`src/rtl/tsarb_pkg.sv`:
```
package tsarb_pkg;

  // Kind of access pair seen by a conflict query
  typedef enum logic [1:0] {
    ACC_CLEAN       = 2'd0,
    ACC_RD_AFTER_WR = 2'd1,
    ACC_WR_AFTER_RD = 2'd2,
    ACC_WR_AFTER_WR = 2'd3
  } acc_class_e;

  function automatic acc_class_e classify(input logic req_wr, input logic hold_wr);
    if (req_wr && hold_wr) return ACC_WR_AFTER_WR;
    if (req_wr)            return ACC_WR_AFTER_RD;
    if (hold_wr)           return ACC_RD_AFTER_WR;
    return ACC_CLEAN;
  endfunction

  function automatic logic is_conflict(input acc_class_e c);
    return c != ACC_CLEAN;
  endfunction

endpackage

```
`src/rtl/tsarb_stamps.sv`:
```
module tsarb_stamps #(
  parameter int NCPU  = 4,
  parameter int CLK_W = 6,
  parameter int ID_W  = 2,
  parameter int TS_W  = CLK_W + ID_W
) (
  input  logic                 clk,
  input  logic                 rst_n,
  input  logic [NCPU-1:0]      begin_req,
  input  logic [NCPU-1:0]      commit_acc,
  input  logic [NCPU-1:0]      abort_vec,
  input  logic [NCPU-1:0]      busy,
  output logic [NCPU-1:0]      active,
  output logic [NCPU-1:0]      begin_acc,
  output logic [NCPU*TS_W-1:0] stamp_flat
);

  logic [CLK_W-1:0] lclk;
  logic [NCPU-1:0]  keep;
  logic [NCPU-1:0]  fresh;
  logic [TS_W-1:0]  ts_q [NCPU];

  function automatic logic [TS_W-1:0] make_stamp(input logic [CLK_W-1:0] c, input int id);
    return {c, ID_W'(id)};
  endfunction

  assign begin_acc = begin_req & ~active & ~busy;
  assign fresh     = begin_acc & ~keep;

  always_ff @(posedge clk) begin
    if (!rst_n) begin
      lclk   <= '0;
      keep   <= '0;
      active <= '0;
      for (int i = 0; i < NCPU; i++) ts_q[i] <= '0;
    end else begin
      if (|fresh) lclk <= lclk + 1'b1;
      active <= (active & ~abort_vec & ~commit_acc) | begin_acc;
      keep   <= (keep | abort_vec) & ~commit_acc;
      for (int i = 0; i < NCPU; i++) begin
        if (fresh[i]) ts_q[i] <= make_stamp(lclk, i);
      end
    end
  end

  for (genvar g = 0; g < NCPU; g++) begin : g_flat
    assign stamp_flat[g*TS_W +: TS_W] = ts_q[g];
  end

endmodule

```
`src/rtl/tsarb_backoff.sv`:
```
module tsarb_backoff #(
  parameter int NCPU   = 4,
  parameter int BO_W   = 8,
  parameter int BO_MIN = 2
) (
  input  logic            clk,
  input  logic            rst_n,
  input  logic [NCPU-1:0] abort_vec,
  input  logic [NCPU-1:0] commit_acc,
  input  logic [BO_W-1:0] bo_cap,
  output logic [NCPU-1:0] busy
);

  localparam logic [BO_W-1:0] START = BO_W'(BO_MIN);

  logic [BO_W-1:0] cnt [NCPU];
  logic [BO_W-1:0] nxt [NCPU];

  function automatic logic [BO_W-1:0] load_delay(input logic [BO_W-1:0] cur, input logic [BO_W-1:0] cap);
    return (cur > cap) ? cap : cur;
  endfunction

  function automatic logic [BO_W-1:0] grow_delay(input logic [BO_W-1:0] cur, input logic [BO_W-1:0] cap);
    logic [BO_W:0] dbl;
    dbl = {cur, 1'b0};
    return (dbl > {1'b0, cap}) ? cap : dbl[BO_W-1:0];
  endfunction

  always_ff @(posedge clk) begin
    if (!rst_n) begin
      for (int i = 0; i < NCPU; i++) begin
        cnt[i] <= '0;
        nxt[i] <= START;
      end
    end else begin
      for (int i = 0; i < NCPU; i++) begin
        if (abort_vec[i]) begin
          cnt[i] <= load_delay(nxt[i], bo_cap);
          nxt[i] <= grow_delay(nxt[i], bo_cap);
        end else begin
          if (cnt[i] != '0) cnt[i] <= cnt[i] - 1'b1;
          if (commit_acc[i]) nxt[i] <= START;
        end
      end
    end
  end

  always_comb begin
    for (int i = 0; i < NCPU; i++) busy[i] = (cnt[i] != '0);
  end

endmodule

```
`src/rtl/tsarb_decide.sv`:
```
module tsarb_decide
  import tsarb_pkg::*;
#(
  parameter int NCPU = 4,
  parameter int ID_W = 2,
  parameter int TS_W = 8
) (
  input  logic                 clk,
  input  logic                 rst_n,
  input  logic                 q_vld,
  input  logic [ID_W-1:0]      q_req_cpu,
  input  logic [ID_W-1:0]      q_hold_cpu,
  input  logic                 q_req_wr,
  input  logic                 q_hold_wr,
  input  logic [NCPU-1:0]      active,
  input  logic [NCPU-1:0]      commit_acc,
  input  logic [NCPU*TS_W-1:0] stamp_flat,
  output logic [NCPU-1:0]      abort_vec,
  output logic                 conflict_evt,
  output logic                 res_vld,
  output logic                 res_nack,
  output logic                 res_abort,
  output logic [ID_W-1:0]      res_cpu
);

  logic [TS_W-1:0] ts [NCPU];
  acc_class_e      cls;
  logic            hold_live;
  logic            req_live;
  logic            req_wins;

  function automatic logic stamp_before(input logic [TS_W-1:0] a, input logic [TS_W-1:0] b);
    return a < b;
  endfunction

  for (genvar g = 0; g < NCPU; g++) begin : g_unpack
    assign ts[g] = stamp_flat[g*TS_W +: TS_W];
  end

  assign cls = classify(q_req_wr, q_hold_wr);

  always_comb begin
    hold_live    = active[q_hold_cpu] & ~commit_acc[q_hold_cpu];
    req_live     = active[q_req_cpu];
    conflict_evt = q_vld & hold_live & req_live & (q_req_cpu != q_hold_cpu) & is_conflict(cls);
    req_wins     = stamp_before(ts[q_req_cpu], ts[q_hold_cpu]);
    abort_vec    = '0;
    if (conflict_evt && req_wins) abort_vec[q_hold_cpu] = 1'b1;
  end

  always_ff @(posedge clk) begin
    if (!rst_n) begin
      res_vld   <= 1'b0;
      res_nack  <= 1'b0;
      res_abort <= 1'b0;
      res_cpu   <= '0;
    end else begin
      res_vld   <= q_vld;
      res_nack  <= conflict_evt & ~req_wins;
      res_abort <= conflict_evt & req_wins;
      res_cpu   <= q_hold_cpu;
    end
  end

endmodule

```
`src/rtl/tx_conflict_arbiter.sv`:
```
module tx_conflict_arbiter #(
  parameter int NCPU   = 4,
  parameter int CLK_W  = 6,
  parameter int BO_W   = 8,
  parameter int BO_MIN = 2,
  localparam int ID_W  = $clog2(NCPU),
  localparam int TS_W  = CLK_W + ID_W
) (
  input  logic                 clk,
  input  logic                 rst_n,
  input  logic [NCPU-1:0]      begin_req,
  input  logic [NCPU-1:0]      commit_req,
  input  logic                 q_vld,
  input  logic [ID_W-1:0]      q_req_cpu,
  input  logic [ID_W-1:0]      q_hold_cpu,
  input  logic                 q_req_wr,
  input  logic                 q_hold_wr,
  input  logic [BO_W-1:0]      bo_cap,
  output logic                 res_vld,
  output logic                 res_nack,
  output logic                 res_abort,
  output logic [ID_W-1:0]      res_cpu,
  output logic [NCPU-1:0]      active,
  output logic [NCPU-1:0]      busy,
  output logic [NCPU*TS_W-1:0] stamp_flat
);

  // Internal events, named for the checker
  logic [NCPU-1:0] commit_acc;
  logic [NCPU-1:0] begin_acc;
  logic [NCPU-1:0] abort_vec;
  logic            conflict_evt;

  assign commit_acc = commit_req & active;

  tsarb_stamps #(.NCPU(NCPU), .CLK_W(CLK_W), .ID_W(ID_W), .TS_W(TS_W)) u_stamps (
    .clk        (clk),
    .rst_n      (rst_n),
    .begin_req  (begin_req),
    .commit_acc (commit_acc),
    .abort_vec  (abort_vec),
    .busy       (busy),
    .active     (active),
    .begin_acc  (begin_acc),
    .stamp_flat (stamp_flat)
  );

  tsarb_decide #(.NCPU(NCPU), .ID_W(ID_W), .TS_W(TS_W)) u_decide (
    .clk          (clk),
    .rst_n        (rst_n),
    .q_vld        (q_vld),
    .q_req_cpu    (q_req_cpu),
    .q_hold_cpu   (q_hold_cpu),
    .q_req_wr     (q_req_wr),
    .q_hold_wr    (q_hold_wr),
    .active       (active),
    .commit_acc   (commit_acc),
    .stamp_flat   (stamp_flat),
    .abort_vec    (abort_vec),
    .conflict_evt (conflict_evt),
    .res_vld      (res_vld),
    .res_nack     (res_nack),
    .res_abort    (res_abort),
    .res_cpu      (res_cpu)
  );

  tsarb_backoff #(.NCPU(NCPU), .BO_W(BO_W), .BO_MIN(BO_MIN)) u_backoff (
    .clk        (clk),
    .rst_n      (rst_n),
    .abort_vec  (abort_vec),
    .commit_acc (commit_acc),
    .bo_cap     (bo_cap),
    .busy       (busy)
  );

endmodule

```
`config.mk`:
```
export PLATFORM = sky130hd
export DESIGN_NAME = tx_conflict_arbiter
export DESIGN_NICKNAME = d
export VERILOG_FILES = /design/src/rtl/tsarb_pkg.sv /design/src/rtl/tsarb_stamps.sv /design/src/rtl/tsarb_backoff.sv /design/src/rtl/tsarb_decide.sv /design/src/rtl/tx_conflict_arbiter.sv
export SDC_FILE = /design/constraint.sdc
export NUM_CORES = 1
export LEC_CHECK = 0
export ABC_AREA = 0
export BUFFER_PORTS_ARGS = -buffer_cell sky130_fd_sc_hd__buf_2
export CAP_MARGIN = 20
export CORE_UTILIZATION = 59
export CTS_BUF_LIST = sky130_fd_sc_hd__clkbuf_16
export CTS_CLUSTER_DIAMETER = 120
export DETAILED_ROUTE_END_ITERATION = 8
export GPL_TIMING_DRIVEN = 0
export HOLD_SLACK_MARGIN = 0.15
export PLACE_DENSITY = 0.83
export SLEW_MARGIN = 0
export SYNTH_ARGS = -nofsm -noshare
export SYNTH_HDL_FRONTEND = slang
export SYNTH_SLANG_ARGS = --single-unit
```
`constraint.sdc`:
```
create_clock -name clk -period 4.9 [get_ports clk]
set_input_delay 0.245 -clock clk [delete_from_list [all_inputs] [get_ports clk]]
set_output_delay 0.245 -clock clk [all_outputs]
set_load 0.005 [all_outputs]
```
# Word-level counts from Yosys, hierarchy flattened
# Memory sizes are Yosys's and may differ from the RTL's.
# Cells that the tools add are included.
op_classes:
  addsub: 5
  order_cmp: 14
  n_eq_ne: 1
  n_mux: 112
  bitwise: 45
  n_reduce_logical: 9
ops:
  columns: ["cell", "n"]
  rows:
  - ["$mux W8", 32]
  - ["$mux W1", 67]
  - ["$gt A9 B8 Y1", 4]
  - ["$bmux W8 S2", 2]
  - ["$gt A8 B8 Y1", 4]
  - ["$reduce_bool A8 Y1", 4]
  - ["$sub A8 B1 Y8 const B", 4]
  - ["$and A4 B4 Y4", 7]
  - ["$not A4 Y4", 5]
  - ["$or A1 B1 Y1", 20]
  - ["$mux W2", 6]
  - ["$lt A8 B8 Y1", 1]
  - ["$or A4 B4 Y4", 2]
  - ["$and A1 B1 Y1", 7]
  - ["$add A6 B1 Y6 const B", 1]
  - ["$bmux W1 S2", 3]
  - ["$ge A3 B3 Y1 const B", 2]
  - ["$lt A2 B3 Y1 const B", 2]
  - ["$not A2 Y3", 2]
  - ["$mux W4", 1]
  - ["$reduce_or A4 Y1", 1]
  - ["$logic_and A1 B1 Y1", 3]
  - ["$demux W1 S2", 1]
  - ["$ge A2 B1 Y1 const B", 1]
  - ["other kinds (3)", 4]
word_totals:
  ff_bits: 19
  ram_bits: 96
  inputBits: 25
  out_inout_bits: 45
  wordCells: 196
  memories: 3
memory_table:
  columns: ["memory", "words", "width", "rd", "rd_ports_with_merged_regs", "wr", "line", "source"]
  rows:
  - ["u_backoff.cnt", 4, 8, 4, 0, 4, "tsarb_backoff.sv:16", "logic [BO_W-1:0] cnt [NCPU];"]
  - ["u_backoff.nxt", 4, 8, 4, 0, 4, "tsarb_backoff.sv:17", "logic [BO_W-1:0] nxt [NCPU];"]
  - ["u_stamps.ts_q", 4, 8, 4, 0, 4, "tsarb_stamps.sv:21", "logic [TS_W-1:0] ts_q [NCPU];"]

# Longest topological paths before layout
# Gate-level depths: netlist of run 1.
logic_depth:
  depth_word: 17
  ltp_mapped: 12
  depth_no_buf: 9

# Modules after synthesis
# From an unflattened synthesis of run 1, not the netlist that was laid out.
unflattened:
  hier_cells: 820
  hier_area_um2: 8161.6
by_module_without_submodules:
  columns: ["module", "n_inst", "cells_per_inst", "area_each_um2", "seq_area_each_um2"]
  rows:
  - ["tsarb_backoff", 1, 607, 5545.3, 1921.8]
  - ["tsarb_stamps", 1, 132, 1724.2, 1071.0]
  - ["tsarb_decide", 1, 77, 867.1, 100.1]
  - ["tx_conflict_arbiter", 1, 4, 25.0, 0.0]

# Least setup slack after synthesis of run 1
# OpenSTA, ideal clock, no wires.
synth_timing:
  path_kind: "input to register"
  from: "input q_hold_cpu[0]"
  to: "memory u_backoff.nxt[1][2], in the netlist u_backoff.nxt[0][10], enable pin"
  setup_time_ns: 0.384
  t_arrival_ns: 3.451
  required_time_ns: 4.516
  setup_slack_ns: 1.065
  path_stages: 11
  path_buffers: 2
  cell_sequence: "buf_2 -> buf_1 -> mux4_2 -> inv_1 -> ha_1 -> a21o_1 -> a21o_1 -> a211o_2 -> nor3_1 -> nand2_1 -> o21ai_0"
synth_lines:
  columns: ["element", "line", "source"]
  rows:
  - ["from (decl)", "tx_conflict_arbiter.sv:15", "input logic [ID_W-1:0] q_hold_cpu,"]
  - ["to (decl)", "tsarb_backoff.sv:17", null]

==> PnR_summary.wiki, run 1 <==
{| class="wikitable"
! Metric !! Value
|-
| Class of the worst hold path || input port to register
|-
| Antenna violations before repair || 0
|-
| Start point of the worst min-delay path || begin_req[3]
|-
| Worst reg2reg path depth || 8
|-
| GRT Util Overall || 30.4%
|-
| Vertical die dimension || 117 µm
|-
| Width of the die || 117 µm
|-
| Inserted Clock Buffers || 9
|-
| Unrepaired setup endpoints after global routing || no
|-
| Fill count || 968
|-
| Sum of routed wire length over all layers || 19600 µm
|-
| Yosys top cell area share || 34.5%
|-
| Number of enable-type register cells in the synthesized netlist || 89
|-
| Run status || complete, no violations
|-
| Detail Placement HPWL || 14900 µm
|-
| Antenna cells || 0
|-
| Initial standard-cell utilization of the core || 60.8%
|-
| Core Rows || 41
|-
| Post-synthesis async set-or-reset flop share || 0%
|-
| Vias in the first global route || 6232
|-
| Post-route minimum period || 3930 ps
|-
| Post-CTS Setup Bufs || 0
|-
| Antenna violation net count after detailed routing || 0
|-
| Hold Worst Slack || 157 ps
|-
| Die outline area || 0.0136 mm²
|-
| Slowest stage cell, crit path || sky130_fd_sc_hd__buf_1
|-
| Top-Level Pins || 70
|-
| Transition time of the tightest slew-check pin || 1070 ps
|-
| Number of detailed-routing iterations run before antenna repair || 4
|-
| Fin nets || 923
|-
| Final global-route overflow total || 0
|-
| Worst reg2reg startpoint || u_stamps.ts_q[2][5]$_DFFE_PP_
|-
| Number of flip-flops and latches in the synthesized netlist || 110
|-
| Cell types with the largest area share after synthesis || sky130_fd_sc_hd__edfxtp_1 (35%), sky130_fd_sc_hd__ha_1 (12%), sky130_fd_sc_hd__dfxtp_1 (5.4%)
|-
| Number of max-slew violations in the final report || 0
|-
| Clock tree from TritonCTS || done
|-
| Min-Delay Path Depth || 3
|-
| CTS Root Buffer Type || sky130_fd_sc_hd__clkbuf_16
|-
| R2r setup slk || 1430 ps
|-
| Clock Pin Slew Worst Setup and Hold Paths || 70 ps
|-
| Synthesized instance count || 747
|-
| Final weighted congestion in routability-driven placement || 0.850
|-
| Critical Path Start Type || input port
|-
| Crit path DAT || 3950 ps
|-
| Via count || 6367
|-
| I/O Buffers || 62
|-
| Reg-to-reg critical path endpoint || u_backoff.cnt[1][2]$_SDFFCE_PN0P_
|-
| Number of violations of the max-capacitance limit || 0
|-
| Largest net degree at the start of global routing || 20
|-
| Unique masters post-synth || 70
|-
| First DRT Iteration DRCs || 471
|-
| Relative max-transition margin || 28.0%
|-
| Final setup violating endpoints || 0
|-
| Summed instance area of the synthesized netlist || 0.00774 mm²
|-
| Finished layout cell area || 0.00860 mm²
|-
| Cell area reported after detailed placement || 0.00828 mm²
|-
| Share of layout cells above drive strength 1 || 16.1%
|-
| Count of clock tree sinks || 110
|-
| Synth area leader || sky130_fd_sc_hd__edfxtp_1
|-
| Average footprint of a synthesized cell || 10.4 µm²
|-
| Ratio of routed vias to standard cells || 6.35
|-
| Category of the most critical setup path || input port to register
|-
| Commonest non-fill, non-tap cell in the layout || sky130_fd_sc_hd__edfxtp_1
|-
| VDD IR max || 0.189 mV
|-
| Top library cells by usage in the layout, fill and taps aside || sky130_fd_sc_hd__edfxtp_1 (89), sky130_fd_sc_hd__ha_1 (73), sky130_fd_sc_hd__buf_2 (69), sky130_fd_sc_hd__nor2_1 (62), sky130_fd_sc_hd__nand2_1 (50)
|-
| Accumulated negative setup slack || 0 ps
|-
| Final hold violation count || 0
|-
| Leak || 3.71 nW
|-
| Combined area of the multi-input logic cells || 0.00435 mm²
|-
| Family with the most delay on the worst path || simple AND/OR/NAND/NOR gates
|-
| Post_cts resized || 0
|-
| Layout Skew || 6.77 ps
|-
| Critical path required time || 4920 ps
|-
| WL per Instance || 19.6 µm
|-
| Total core area || 0.0127 mm²
|-
| Crit path largest cell delay || 600 ps
|-
| Latest clock arrival within the worst-skew pair || 360 ps
|-
| Predominant post-synthesis flop cell || sky130_fd_sc_hd__edfxtp_1
|-
| Maximum buffer depth of the clock tree || 2
|-
| Worst Setup End Kind || register
|-
| Cell Chain, Critical Path || buf_2 -> buf_2 -> buf_1 -> mux4_2 -> inv_1 -> ha_1 -> a21o_1 -> a21o_1 -> a211o_2 -> nor4_2 -> nand2_1 -> nand3_1
|-
| Fmax || 0.254 GHz
|-
| Layout overhead on the synthesized area || 11.1%
|-
| Largest fanout of any net on the critical path || 10
|-
| Hold endpoint || u_stamps.active[3]$_SDFF_PN0_
|-
| Post-layout utilization of the core || 67.6%
|-
| Power per unit of standard cell area || 397 mW/mm²
|-
| CTS HTree Levels || 3
|-
| Warnings, synthesis || 0
|-
| Total buffers and inverters traversed by the critical path || 4
|-
| Wire length of the first global-routing pass || 31000 µm
|-
| Register area share after synthesis || 40.0%
|-
| Final period util || 80.2%
|-
| Sequential standard cell area || 0.00309 mm²
|-
| Detailed-route DRC error count || 0
|}
-- metrics by stage --
stage          total power, mW  instances  setup slack, ps
3_5_place_dp              2.64        985              633
2_1_floorplan             2.30        750             1060
5_1_grt                   3.61       1002              753
4_1_cts                   3.40       1002             1000
3_3_place_gp              2.57        984              289
6_report                  3.41       1002              970
-- worst reg2reg max path, delay by kind of cell (launching register included) --
kind / cells / cell delay, ps
simple gates: 3 / 1070
compound gates: 3 / 830
mux: 1 / 490
flops: 1 / 420
fa+ha+maj: 1 / 330
-- routing by layer --
layer  GRT usage [%]  routed length, µm  vias up  share of wire [%]
li1                -                  -     2986                  -
met1            38.2               8150     3065                 41
met5               0                  0        -                  0
met3            5.35               1300       61                6.6
met4            13.6                599        0                3.0
met2            51.1               9600      255                 49
-- state kept, by name, indices dropped and copies added (netlist names) --
signal              count
u_backoff.cnt          32
u_backoff.nxt          32
u_decide.res_abort      1
u_decide.res_cpu        2
u_decide.res_nack       1
u_decide.res_vld        1
u_stamps.active         4
u_stamps.keep           4
u_stamps.lclk           6
u_stamps.ts_q          27
-- worst max-delay path by stage --
stage / cells past startpoint / slack, ps / from / to
2_1_floorplan: 11 / 1060 / q_hold_cpu[0] / u_backoff.nxt[0][10]$_SDFFCE_PP0P_
3_3_place_gp: 12 / 290 / q_hold_cpu[0] / u_backoff.nxt[0][12]$_SDFFCE_PP0P_
3_5_place_dp: 12 / 630 / q_hold_cpu[0] / u_backoff.cnt[1][2]$_SDFFCE_PN0P_
4_1_cts: 12 / 1000 / q_hold_cpu[0] / u_backoff.cnt[1][2]$_SDFFCE_PN0P_
5_1_grt: 12 / 750 / q_hold_cpu[0] / u_backoff.cnt[1][2]$_SDFFCE_PN0P_
6_report: 12 / 970 / q_hold_cpu[0] / u_backoff.cnt[1][2]$_SDFFCE_PN0P_
-- synth_stat cells, drive strengths merged, types with 18 or more instances --
cell,number
ha,73
nand3,23
nand2,50
dfxtp,21
buf,18
o21ai,24
and3,18
edfxtp,89
and2,18
inv,36
a21oi,47
mux2i,37
nor2,62
-- cells by family after synthesis --
logic type | count (synthesis) | synth area share, %
and+or+nand+nor | 265 | 18.9
AOI/OAI and AO/OA | 152 | 13.1
DFF | 110 | 40.0
adders and majority gates | 73 | 11.8
buffers and inverters | 66 | 3.90
muxes | 56 | 9.49
xor gates and xnor gates | 24 | 2.72
other | 1 | 0.0485
-- cell type report --
| type | instances | area share, % |
|---|---|---|
| tap | 172 | 2.50 |
| inverter | 36 | 1.57 |
| sequential | 110 | 36.0 |
| multi-input combinational | 574 | 50.6 |
| buffer | 30 | 1.94 |
| clock buffer | 9 | 2.62 |
| timing repair buffer | 64 | 3.81 |
| clock inverter | 7 | 0.931 |
-- what timing repair did --
action / in CTS / in global routing
hold buffers: 1 / 0
setup endpoints to repair: 0 / 0
endpoints found under the hold margin: 1 / 0
-- where the power goes --
| group | switching, mW | total, mW | internal [mW] |
|---|---|---|---|
| Combinational | 0.707 | 1.26 | 0.548 |
| Sequential | 0.160 | 1.39 | 1.23 |
| Clock | 0.356 | 0.761 | 0.405 |
(Power assumes the default switching activity.)
==> run 2, diff against run 1 <==
--- a/config.mk
+++ b/config.mk
@@ -8,13 +8,13 @@
 export ABC_AREA = 0
 export BUFFER_PORTS_ARGS = -buffer_cell sky130_fd_sc_hd__buf_2
 export CAP_MARGIN = 20
-export CORE_UTILIZATION = 59
+export CORE_UTILIZATION = 55
 export CTS_BUF_LIST = sky130_fd_sc_hd__clkbuf_16
 export CTS_CLUSTER_DIAMETER = 120
 export DETAILED_ROUTE_END_ITERATION = 8
 export GPL_TIMING_DRIVEN = 0
 export HOLD_SLACK_MARGIN = 0.15
-export PLACE_DENSITY = 0.83
+export PLACE_DENSITY = 0.82
 export SLEW_MARGIN = 0
 export SYNTH_ARGS = -nofsm -noshare
 export SYNTH_HDL_FRONTEND = slang
==> constraint.sdc (replaced) <==
create_clock -name clk -period 3.15 [get_ports clk]
set_input_delay 0.1575 -clock clk [delete_from_list [all_inputs] [get_ports clk]]
set_output_delay 0.1575 -clock clk [all_outputs]
set_load 0.005 [all_outputs]
==> run 2 against run 1 <==
  * The flow now finishes with violations (setup timing)
  * Power is 58% higher
  * Core utilization is 1.5 points lower
  * Sequential share of layout area fell by 1.3 points
  * Final area grew 3.8%
  * Critical path depth down 3
  * Die area is 7.2% higher
  * Hold slack gained 21 ps
  * First-iteration DRC count increased by 28%
  * Largest cell class unchanged
  * Non-clock buffer count rose by 17
  * Flip-flop and latch count stayed put
  * Combinational power grew 61%
==> PnR_summary.wiki, run 2 (same netlist as run 1, synthesis figures left out) <==
{| class="wikitable"
! Metric !! Value
|-
| Run status || finished with violations
|-
| Failing checks || setup timing
|-
| Critical path required time || 3290 ps (-1630 ps)
|-
| First DRT Iteration DRCs || 604 (+28%)
|-
| Ratio of routed vias to standard cells || 6.31 (-0.67%)
|-
| Largest fanout of any net on the critical path || 8 (-2)
|-
| Antenna violation net count after detailed routing || 0 (unchanged)
|-
| Timing startpoint of the critical path || u_stamps.ts_q[2][5]$_DFFE_PP_
|-
| Final instance count without filler cells || 1023 (+2.1%)
|-
| Die outline area || 0.0145 mm² (+7.2%)
|-
| Maximum buffer depth of the clock tree || 2 (unchanged)
|-
| Critical Path Start Type || register
|-
| Clock Pin Slew Worst Setup and Hold Paths || 90 ps (+20 ps)
|-
| Fmax || 0.313 GHz
|-
| Commonest non-fill, non-tap cell in the layout || sky130_fd_sc_hd__edfxtp_1
|-
| Top library cells by usage in the layout, fill and taps aside || sky130_fd_sc_hd__edfxtp_1 (89), sky130_fd_sc_hd__ha_1 (72), sky130_fd_sc_hd__buf_2 (68), sky130_fd_sc_hd__nor2_1 (62)
|-
| Met2 routing resource usage after global routing || 47.5% (-3.6 points)
|-
| Width of the die || 121 µm (+3.5%)
|-
| Start point of the worst min-delay path || commit_req[1]
|-
| Vias in the first global route || 6298 (+1.1%)
|-
| Sum of routed wire length over all layers || 20700 µm (+5.2%)
|-
| Placement-stage worst setup slack || -473 ps (-1110 ps)
|-
| Post-route minimum period || 3200 ps
|-
| Number of max-slew violations in the final report || 0 (unchanged)
|-
| Layout overhead on the synthesized area || 15.4%
|-
| Layout Skew || 19.8 ps (+13.0 ps)
|-
| Unrepaired setup endpoints after global routing || yes
|-
| Relative max-transition margin || 34.6% (+6.6 points)
|-
| Worst Setup End Kind || register
|-
| Top-Level Pins || 70 (unchanged)
|-
| Final setup violating endpoints || 1 (+1)
|-
| Worst reg2reg startpoint || u_stamps.ts_q[2][5]$_DFFE_PP_
|-
| Count of clock tree sinks || 110 (unchanged)
|-
| Detailed-route DRC error count || 0 (unchanged)
|-
| Via count || 6457 (+1.4%)
|-
| Slowest stage cell, crit path || sky130_fd_sc_hd__mux4_2
|-
| Crit path largest cell delay || 530 ps (-70 ps)
|-
| Number of violations of the max-capacitance limit || 0 (unchanged)
|-
| Final weighted congestion in routability-driven placement || 0.863 (+1.5%)
|-
| Grt peak-use layer || met2
|-
| R2r setup slk || -50 ps (-1480 ps)
|-
| Crit-path most repeated cell || sky130_fd_sc_hd__a21o_1
|-
| Core Rows || 42 (+2.4%)
|-
| Antenna violations before repair || 0 (unchanged)
|-
| GRT Util Overall || 29.3% (-1.0 points)
|-
| Min-Delay Path Depth || 3 (unchanged)
|-
| Worst reg2reg path depth || 9 (+1)
|-
| Vertical die dimension || 121 µm (+3.5%)
|-
| Antenna cells || 0 (unchanged)
|-
| Final hold violation count || 0 (unchanged)
|-
| Cell Chain, Critical Path || mux4_2 -> ha_4 -> a21o_1 -> a21o_1 -> a211o_4 -> nor4b_4 -> buf_4 -> nand3_4 -> a211o_1
|-
| Met1 Resource Use GR || 38.0% (-0.20 points)
|-
| Crit path DAT || 3340 ps (-610 ps)
|-
| Largest net degree at the start of global routing || 22 (+10%)
|-
| I/O Buffers || 62 (unchanged)
|-
| VDD IR max || 0.396 mV (+110%)
|-
| Latest clock arrival within the worst-skew pair || 370 ps (about the same)
|-
| Initial standard-cell utilization of the core || 57.3% (-3.5 points)
|-
| Global-route track usage on met3 || 4.95% (-0.39 points)
|-
| CTS HTree Levels || 3 (unchanged)
|-
| Clock tree from TritonCTS || done
|-
| Final setup margin || -48.9 ps (-1020 ps)
|-
| Power per unit of standard cell area || 602 mW/mm² (+52%)
|-
| Final period util || 102%
|-
| Hold endpoint || u_stamps.keep[1]$_SDFF_PN0_
|-
| Final global-route overflow total || 0 (unchanged)
|-
| Reg-to-reg critical path endpoint || u_backoff.nxt[0][9]$_SDFFCE_PP1P_
|-
| Leak || 3.82 nW (+3.0%)
|-
| Total core area || 0.0135 mm² (+6.2%)
|-
| Fin nets || 940 (+1.8%)
|-
| Category of the most critical setup path || register to register
|-
| Number of detailed-routing iterations run before antenna repair || 5 (+1)
|-
| Inserted Clock Buffers || 9 (unchanged)
|-
| Share of layout cells above drive strength 1 || 19.7% (+3.6 points)
|-
| Wire length of the first global-routing pass || 32600 µm (+5.0%)
|-
| WL per Instance || 20.2 µm (+3.1%)
|-
| Transition time of the tightest slew-check pin || 974 ps (-98.8 ps)
|-
| Number of placed instances, taps included || 988 (+0.30%)
|-
| Largest registers in the final layout || u_backoff.cnt: 32 flops, u_backoff.nxt: 32 flops, u_stamps.ts_q: 27 flops
|-
| Detail Placement HPWL || 14900 µm (-0.47%)
|-
| Class of the worst hold path || input port to register
|-
| CTS Root Buffer Type || sky130_fd_sc_hd__clkbuf_16
|}
run 2: worst max path at each step:
stage                                                    end  slack [ps]  depth (start not counted)
after floorplan                u_backoff.cnt[3][7]$_DFFE_PP_          20                         11
after detailed placement  u_backoff.nxt[0][12]$_SDFFCE_PP0P_        -470                         11
after global routing       u_backoff.nxt[0][9]$_SDFFCE_PP1P_        -100                          9
after global placement     u_backoff.cnt[1][0]$_SDFFCE_PN0P_        -430                         12
after CTS                  u_backoff.nxt[0][9]$_SDFFCE_PP1P_         -30                          8
final                      u_backoff.nxt[0][9]$_SDFFCE_PP1P_         -50                          9
run 2: through the flow:
stage / util, % / instance area (µm²) / power [mW] / hold WS [ps] / TNS [ps]
finish: 66.1 / 8930 / 5.38 / 179 / -48.9
global route: 66.1 / 8930 / 5.69 / 195 / -663
CTS: 65.0 / 8780 / 5.32 / 166 / -224
detailed placement: 61.5 / 8300 / 4.11 / 389 / -38340
floorplan: - / 7770 / 3.58 / 285 / 0
global placement: 61.5 / 8300 / 4.04 / 382 / -32420
run 2: timing repair:
| action | 4_1_cts | 5_1_grt |
|---|---|---|
| endpoints found under the hold margin | 5 | 0 |
| hold buffers | 7 | 0 |
| buffers inserted | 1 | 12 |
| pin swaps | 2 | 6 |
| gates resized for setup | 15 | 13 |
| endpoints found under the setup margin | 99 | 82 |
run 2: area by class of cell:
cell class | count | area (µm²)
buffer | 28 | 166
clock buffer | 9 | 225
inverter | 36 | 135
clock inverter | 7 | 81.3
timing repair buffer | 83 | 508
tap | 176 | 220
fill | 1042 | 4580
sequential | 110 | 3090
multi-input combinational | 574 | 4500
run 2: critical path, delay by kind of cell (launching register included):
family	cells	cell delay (ps)
AND/OR/NAND/NOR	2	460
buffers and inverters	1	190
flip-flops	1	470
multiplexers	1	530
AO/OA/AOI/OAI	4	1050
adder cells (fa/ha/maj)	1	260
run 2: per-layer routing:
metal,up-vias,part of all wire (%),wire [µm]
met1,3089,41,8440
li1,3005,-,-
met4,0,3.8,788
met5,-,0,0
met2,309,47,9770
met3,54,8.1,1680
run 2: where the power goes:
| group | internal, mW | leakage (nW) | switching (mW) | total, mW |
|---|---|---|---|---|
| sequential | 1.92 | 1.12 | 0.256 | 2.18 |
| combinational | 0.897 | 2.55 | 1.13 | 2.03 |
| clock | 0.565 | 0.146 | 0.608 | 1.17 |
| total | 3.38 | 3.82 | 2.00 | 5.38 |
